[config.mk]
export PLATFORM = sky130hd
export DESIGN_NAME = lc_chain
export DESIGN_NICKNAME = d
export VERILOG_FILES = /design/src/rtl/lc_pkg.sv /design/src/rtl/lc_lut.sv /design/src/rtl/lc_cell.sv /design/src/rtl/lc_chain.sv
export SDC_FILE = /design/constraint.sdc
export NUM_CORES = 1
export LEC_CHECK = 0
export ABC_AREA = 1
export BUFFER_PORTS_ARGS = -buffer_cell sky130_fd_sc_hd__buf_2
export CAP_MARGIN = 15
export CORE_MARGIN = 3
export CORE_UTILIZATION = 60
export DETAILED_ROUTE_END_ITERATION = 16
export GPL_TIMING_DRIVEN = 0
export PLACE_DENSITY = 0.86
export SYNTH_ARGS = -nofsm -noshare
export SYNTH_HDL_FRONTEND = slang
export SYNTH_SLANG_ARGS = --single-unit
[constraint.sdc]
create_clock -name clk -period 8.6 [get_ports clk]
set_input_delay 1.72 -clock clk [delete_from_list [all_inputs] [get_ports clk]]
set_output_delay 1.72 -clock clk [all_outputs]
set_load 0.01 [all_outputs]
[src/rtl/lc_pkg.sv]
package lc_pkg;
  localparam int LC_LUT_IN   = 3;
  localparam int LC_LUT_BITS = 1 << LC_LUT_IN;
  localparam int LC_DIN_W    = LC_LUT_IN + 1;
  localparam int LC_CFG_W    = 2 * LC_LUT_BITS + 3;

  typedef struct packed {
    logic                   spare;
    logic                   reg_out;
    logic                   arith;
    logic [LC_LUT_BITS-1:0] tbl_b;
    logic [LC_LUT_BITS-1:0] tbl_a;
  } lc_cfg_t;

  function automatic logic lc_fa_sum(input logic a, input logic b, input logic c);
    return a ^ b ^ c;
  endfunction

  function automatic logic lc_fa_carry(input logic a, input logic b, input logic c);
    return (a & b) | (c & (a ^ b));
  endfunction
endpackage

[src/rtl/lc_lut.sv]
module lc_lut #(
  parameter int N_IN = 3,
  localparam int N_BITS = 1 << N_IN
) (
  input  logic [N_BITS-1:0] tbl,
  input  logic [N_IN-1:0]   sel,
  output logic              y
);
  assign y = tbl[sel];
endmodule

[src/rtl/lc_cell.sv]
module lc_cell
  import lc_pkg::*;
(
  input  logic                clk,
  input  logic                rst,
  input  logic                load_en,
  input  logic                cfg_sin,
  output logic                cfg_sout,
  input  logic [LC_DIN_W-1:0] din,
  input  logic                cin,
  output logic                cout,
  output logic                dout
);
  lc_cfg_t cfg_q;
  logic lut_a, lut_b, norm_res, sum_res, comb_res, ff_q;

  // serial settings chain, not touched by reset
  always_ff @(posedge clk) begin
    if (load_en) cfg_q <= {cfg_sin, cfg_q[LC_CFG_W-1:1]};
  end
  assign cfg_sout = cfg_q[0];

  lc_lut #(.N_IN(LC_LUT_IN)) u_half_a (
    .tbl(cfg_q.tbl_a), .sel(din[LC_LUT_IN-1:0]), .y(lut_a));
  lc_lut #(.N_IN(LC_LUT_IN)) u_half_b (
    .tbl(cfg_q.tbl_b), .sel(din[LC_LUT_IN-1:0]), .y(lut_b));

  // mux 1: merge halves on the top input
  assign norm_res = din[LC_DIN_W-1] ? lut_b : lut_a;
  assign sum_res  = lc_fa_sum(lut_a, lut_b, cin);
  assign cout     = lc_fa_carry(lut_a, lut_b, cin);
  // mux 2: mode
  assign comb_res = cfg_q.arith ? sum_res : norm_res;

  always_ff @(posedge clk) begin
    if (rst)           ff_q <= 1'b0;
    else if (!load_en) ff_q <= comb_res;
  end

  // mux 3: registered or direct
  assign dout = cfg_q.reg_out ? ff_q : comb_res;


  cfg_shift_chk: assert property (@(posedge clk) disable iff (rst)
    load_en |=> (cfg_q[LC_CFG_W-2:0] == $past(cfg_q[LC_CFG_W-1:1])) &&
                (cfg_q[LC_CFG_W-1] == $past(cfg_sin)));

  cfg_keep_chk: assert property (@(posedge clk) disable iff (load_en)
    !load_en |=> $stable(cfg_q));

  add_bits_chk: assert property (@(posedge clk) disable iff (rst)
    cfg_q.arith |-> ({cout, comb_res} == ({1'b0, lut_a} + {1'b0, lut_b} + {1'b0, cin})));

  ff_capture_chk: assert property (@(posedge clk) disable iff (rst)
    !load_en |=> ff_q == $past(comb_res));

  ff_hold_chk: assert property (@(posedge clk) disable iff (rst)
    load_en |=> $stable(ff_q));

  ff_clear_chk: assert property (@(posedge clk) rst |=> (ff_q == 1'b0));
endmodule

[src/rtl/lc_chain.sv]
module lc_chain
  import lc_pkg::*;
#(
  parameter int N_CELLS = 4,
  localparam int DIN_W = N_CELLS * LC_DIN_W
) (
  input  logic               clk,
  input  logic               rst,
  input  logic               load_en,
  input  logic               load_bit,
  input  logic [DIN_W-1:0]   din,
  input  logic               carry_in,
  output logic [N_CELLS-1:0] dout,
  output logic               carry_out
);
  logic [N_CELLS:0] carry;
  logic [N_CELLS:0] cfg_link;

  assign carry[0]    = carry_in;
  assign cfg_link[0] = load_bit;

  for (genvar k = 0; k < N_CELLS; k++) begin : g_cell
    lc_cell u_cell (
      .clk      (clk),
      .rst      (rst),
      .load_en  (load_en),
      .cfg_sin  (cfg_link[k]),
      .cfg_sout (cfg_link[k+1]),
      .din      (din[k*LC_DIN_W +: LC_DIN_W]),
      .cin      (carry[k]),
      .cout     (carry[k+1]),
      .dout     (dout[k])
    );
  end

  assign carry_out = carry[N_CELLS];

  logic unused_tail;
  assign unused_tail = cfg_link[N_CELLS];
endmodule

* Word level (Yosys, flattened, before mapping)
Index checks and enable logic that the tools add are counted.
Word-level totals: register bits 80, bits in latches 0, bits in writable memories 0, bits in read-only memories 0, input bits 21, output and inout port bits 5, logic and storage cells 76, memories kept 0
Operators by class: add/sub/neg operators 0, multipliers 0, divide/modulo/power cells 0, magnitude comparators 4, eq/ne operators 0, shift operators 0, multiplexer cells 28, bitwise gates (word level) 20, reductions and logical operators 0
Operators with widths (number):
- 1-bit binary-select mux with 3-bit select | 8
- 1-bit 2-to-1 mux | 20
- 3-bit by 4-bit < comparator with 1-bit output, second input constant | 4
- 1-bit AND | 8
- 1-bit XOR | 8
- 1-bit OR | 4

* Logic depth before layout (Yosys ltp)
depth after elaboration 12, gate-level depth with buffers 17, mapped depth without buffers 15

* Modules after synthesis
A second synthesis with hierarchy kept.
Second synthesis, totals: cell total of the unflattened synthesis 356, area, all modules 3583.4 um^2
Modules (own cells, without submodules):
- lc_cell | instances 4, cells each 33, area each 675.6 um^2, sequential area each 590.6 um^2
- lc_lut | instances 8, cells each 28, area each 110.1 um^2, sequential area each 0.0 um^2

* Worst setup path before layout
OpenSTA, ideal clock, no wires.
path type input -> output, from input port din[0], to output port dout[3], arrival 3.916 ns, required time 6.880 ns, setup slack 2.964 ns, stages 16, buffers on the path 2, cell sequence buf_6 inv_8 nand2_1 nand3_1 nand3_1 nand2_1 fa_1 inv_1 fa_1 fa_1 inv_1 fa_1 nand2_1 nand2_2 o21ai_2 buf_4
Between the ends: word-level cells in the longest chain between the ends 12, elaborated cells between the ends (all ways) 15, classes of those cells mux: 6; bitwise: 9
Ends and longest elaborated chain:
- start, declared | line lc_chain.sv:11 | input logic [DIN_W-1:0] din,
- 1-bit binary-select mux with 3-bit select | line lc_lut.sv:9 | assign y = tbl[sel];
- 1-bit 2-to-1 mux (implied by the code) | line lc_lut.sv:9
- 1-bit XOR | line lc_pkg.sv:20 | return (a & b) | (c & (a ^ b));
- 1-bit AND | line lc_pkg.sv:20
- 1-bit OR * | line lc_pkg.sv:20
- 1-bit AND * | line lc_pkg.sv:20
- 1-bit OR * | line lc_pkg.sv:20
- 1-bit AND * | line lc_pkg.sv:20
- 1-bit OR * | line lc_pkg.sv:20
- 1-bit XOR * | line lc_pkg.sv:16 | return a ^ b ^ c;
- 1-bit 2-to-1 mux * | line lc_cell.sv:33 | assign comb_res = cfg_q.arith ? sum_res : norm_res;
- 1-bit 2-to-1 mux * | line lc_cell.sv:41 | assign dout = cfg_q.reg_out ? ff_q : comb_res;
- end, declared | line lc_chain.sv:13 | output logic [N_CELLS-1:0] dout,
Every way passes the cells marked *; elsewhere a longest branch is shown, timed or not. The select of a mux whose other input is x is not followed.

* Worst setup path in the final report
Same ends and word-level chain as after synthesis.

==> flow_summary.json <==
{
  "coreArea_mm2": 0.00568,
  "synth-warning-count": 0,
  "syn-cell-area_mm2": 0.00362,
  "clock_power_share_pct": 35.1,
  "power_mw": 0.854,
  "area_delta_synth_final_pct": 11.5,
  "seq_area_frac_synth_pct": 65.3,
  "grt_pass1_wl_um": 9780,
  "end_kind": "output port",
  "combPwrFrac_pct": 10.6,
  "cts.sinks": 80,
  "cts_tree": "done",
  "h-tree-depth": 3,
  "outcome": "complete, no violations",
  "synthCells": 322,
  "grt_antenna_before_repair": 0,
  "pre_cts_ws_ns": 2.58,
  "max_freq_mhz": 166,
  "placementRows": 27,
  "skew_ns": 0.00847,
  "drtPass1Iterations": 4,
  "wirelength_um": 5660,
  "seqPwrFrac_pct": 54.3,
  "synth.distinct_cells": 21,
  "portBuffers": 21,
  "fin_ws_ns": 2.58,
  "ys_ff_latch": 80,
  "die_area_mm2": 0.00699,
  "worstMarginPinSlew_ns": 0.923,
  "cts.path.max_buffers": 2,
  "vdd_ir_drop_max_v": 0.000126,
  "postCtsHoldBufs": 0,
  "crit_slowest_cell": "fa_1",
  "clk-insertion-delay-late_ns": 0.34,
  "syn_nets": 347,
  "hold_path.class": "reg -> reg",
  "critPathKind": "in -> out",
  "power_leakage_nw": 1.78,
  "p_sw_share_pct": 23.5,
  "slew_viol_final": 0,
  "max_stage_delay_ns": 0.42,
  "track_usage_pct": 18.1,
  "antennaDiodeCount": 0,
  "cp_common_cell": "nand2_1",
  "drc": 0,
  "hold_viol": 0,
  "path_clk_slew_ns": 0.08,
  "worstPathCellList": "buf_6, inv_8, nand2_1, nand2_1, nand2_1, nand3_1, nand2_1, fa_1, inv_1, fa_1, fa_1, inv_1, fa_1, nand2_1, nand2_2, o21ai_2, buf_4, buf_2",
  "die_height_um": 83.6,
  "p_int_mw": 0.653,
  "rsz0062_at_grt": "no",
  "start_util_pct": 63.7,
  "vias_per_cell": 5.09,
  "crit_required_ns": 6.88,
  "io_pins": 26,
  "routedWlPerCell_um": 13.1,
  "antenna_left": 0,
  "setup_viol": 0,
  "cts_setup_buffers": 0,
  "grt_max_degree": 78,
  "hpwl_um": 3770,
  "fp.dieW_um": 83.6,
  "worst_ep_arrival_time_ns": 4.30,
  "drt-initial-drc-count": 104,
  "layout.nets": 379,
  "vias": 2192,
  "powerDensity_mw_per_mm2": 212,
  "grt-ovfl-total": 0,
  "syn_area_per_cell_um2": 11.2,
  "cts-resized-gates": 0,
  "fin_tns_setup_ns": 0,
  "mostFrequentLayoutCells": "nand2_1, edfxtp_1, inv_1",
  "startpoint_type": "primary input",
  "final_common_cell": "nand2_1",
  "gp_congestion": 0.834,
  "cts_buffers": 9,
  "cts_root_buf": "clkbuf_8",
  "post-route-period-util_pct": 70.1,
  "path_max_fanout": 9,
  "p_switching_mw": 0.201,
  "fin_crit_ns": 6.02,
  "relSlewSlack_pct": 38.4,
  "maxCapViolations": 0,
  "drive_gt1_share_pct": 24.2,
  "grt_pass1_vias": 2085
}
-- cells by family after synthesis --
logic type | after synthesis | synth area share [%]
AO/OA/AOI/OAI | 12 | 2.49
adder cells (fa/ha/maj) | 4 | 2.21
AND/OR/NAND/NOR | 160 | 21.1
buffers and inverters | 66 | 8.86
flip-flops | 80 | 65.3
-- final timing paths --
kind                                end  depth (start not counted)  slack (ns)                  startpoint
max                             dout[3]                         18        2.58                      din[0]
min          g_cell[0].u_cell.cfg_q[17]                          0        0.42  g_cell[0].u_cell.cfg_q[18]
max reg2reg       g_cell[3].u_cell.ff_q                         14        5.93  g_cell[0].u_cell.cfg_q[12]
min reg2reg  g_cell[0].u_cell.cfg_q[17]                          0        0.42  g_cell[0].u_cell.cfg_q[18]
-- stage by stage --
stage	instance area [um^2]	utilization, %	std cells	hold slack (ns)
6_report	4030	71.1	431	0.422
5_1_grt	4030	71.1	431	0.447
4_1_cts	4030	71.1	431	0.429
3_5_place_dp	3810	67.2	415	0.411
3_3_place_gp	3810	67.2	415	0.402
2_1_floorplan	3620	-	322	0.400
-- state kept, by name, indices dropped and copies added (netlist names) --
name                    count
g_cell.u_cell.ff_q          4
g_cell.u_cell.cfg_q        72
g_cell.u_cell.cfg_sout      4
-- Yosys cell counts --
library cell  count  area (um^2)
buf_4             4         30.0
nand3_2           8         80.1
edfxtp_1         76         2280
buf_6             4         45.0
o21ai_2           4         35.0
dfxtp_1           4         80.1
nor2_2            1         6.26
nand2_2          17          106
inv_6             1         8.76
or2_2             2         12.5
and2_1            4         25.0
inv_2             2         7.51
inv_1            52          195
a21oi_2           4         35.0
inv_8             3         33.8
nand3b_1          3         22.5
nand2_1          87          327
fa_1              4         80.1
nor2_1            5         18.8
nand3_1          33          165
o21ai_0           4         20.0
-- critical path, delay by kind of cell --
| family | cells | cell delay [ns] |
|---|---|---|
| buffers and inverters | 6 | 0.57 |
| AND/OR/NAND/NOR | 7 | 0.49 |
| adder cells (fa/ha/maj) | 4 | 1.41 |
| AO/OA/AOI/OAI | 1 | 0.11 |
-- cell type report --
cell class / count / area [um^2]
sequential: 80 / 2360
fill: 394 / 1640
multi-input combinational: 176 / 933
inverter: 58 / 245
clock buffer: 9 / 124
timing repair buffer: 21 / 108
clock inverter: 7 / 95.1
tap: 72 / 90.1
buffer: 8 / 75.1
-- power groups by stage --
| stage | clock [mW] | combinational [mW] | sequential, mW |
|---|---|---|---|
| CTS | 0.308 | 0.0919 | 0.464 |
| detailed placement | 0 | 0.0910 | 0.473 |
| floorplan | 0 | 0.0632 | 0.468 |
| global route | 0.322 | 0.103 | 0.467 |
| finish | 0.299 | 0.0907 | 0.464 |
| global placement | 0 | 0.0869 | 0.472 |
-- layer usage --
| layer | global-route usage (%) | routed length [um] |
|---|---|---|
| met4 | 8.77 | 132 |
| met5 | 0 | 0 |
| met2 | 25.7 | 2530 |
| met1 | 25.6 | 2760 |
| met3 | 5.13 | 246 |
Power figures use the tool's default switching activity.
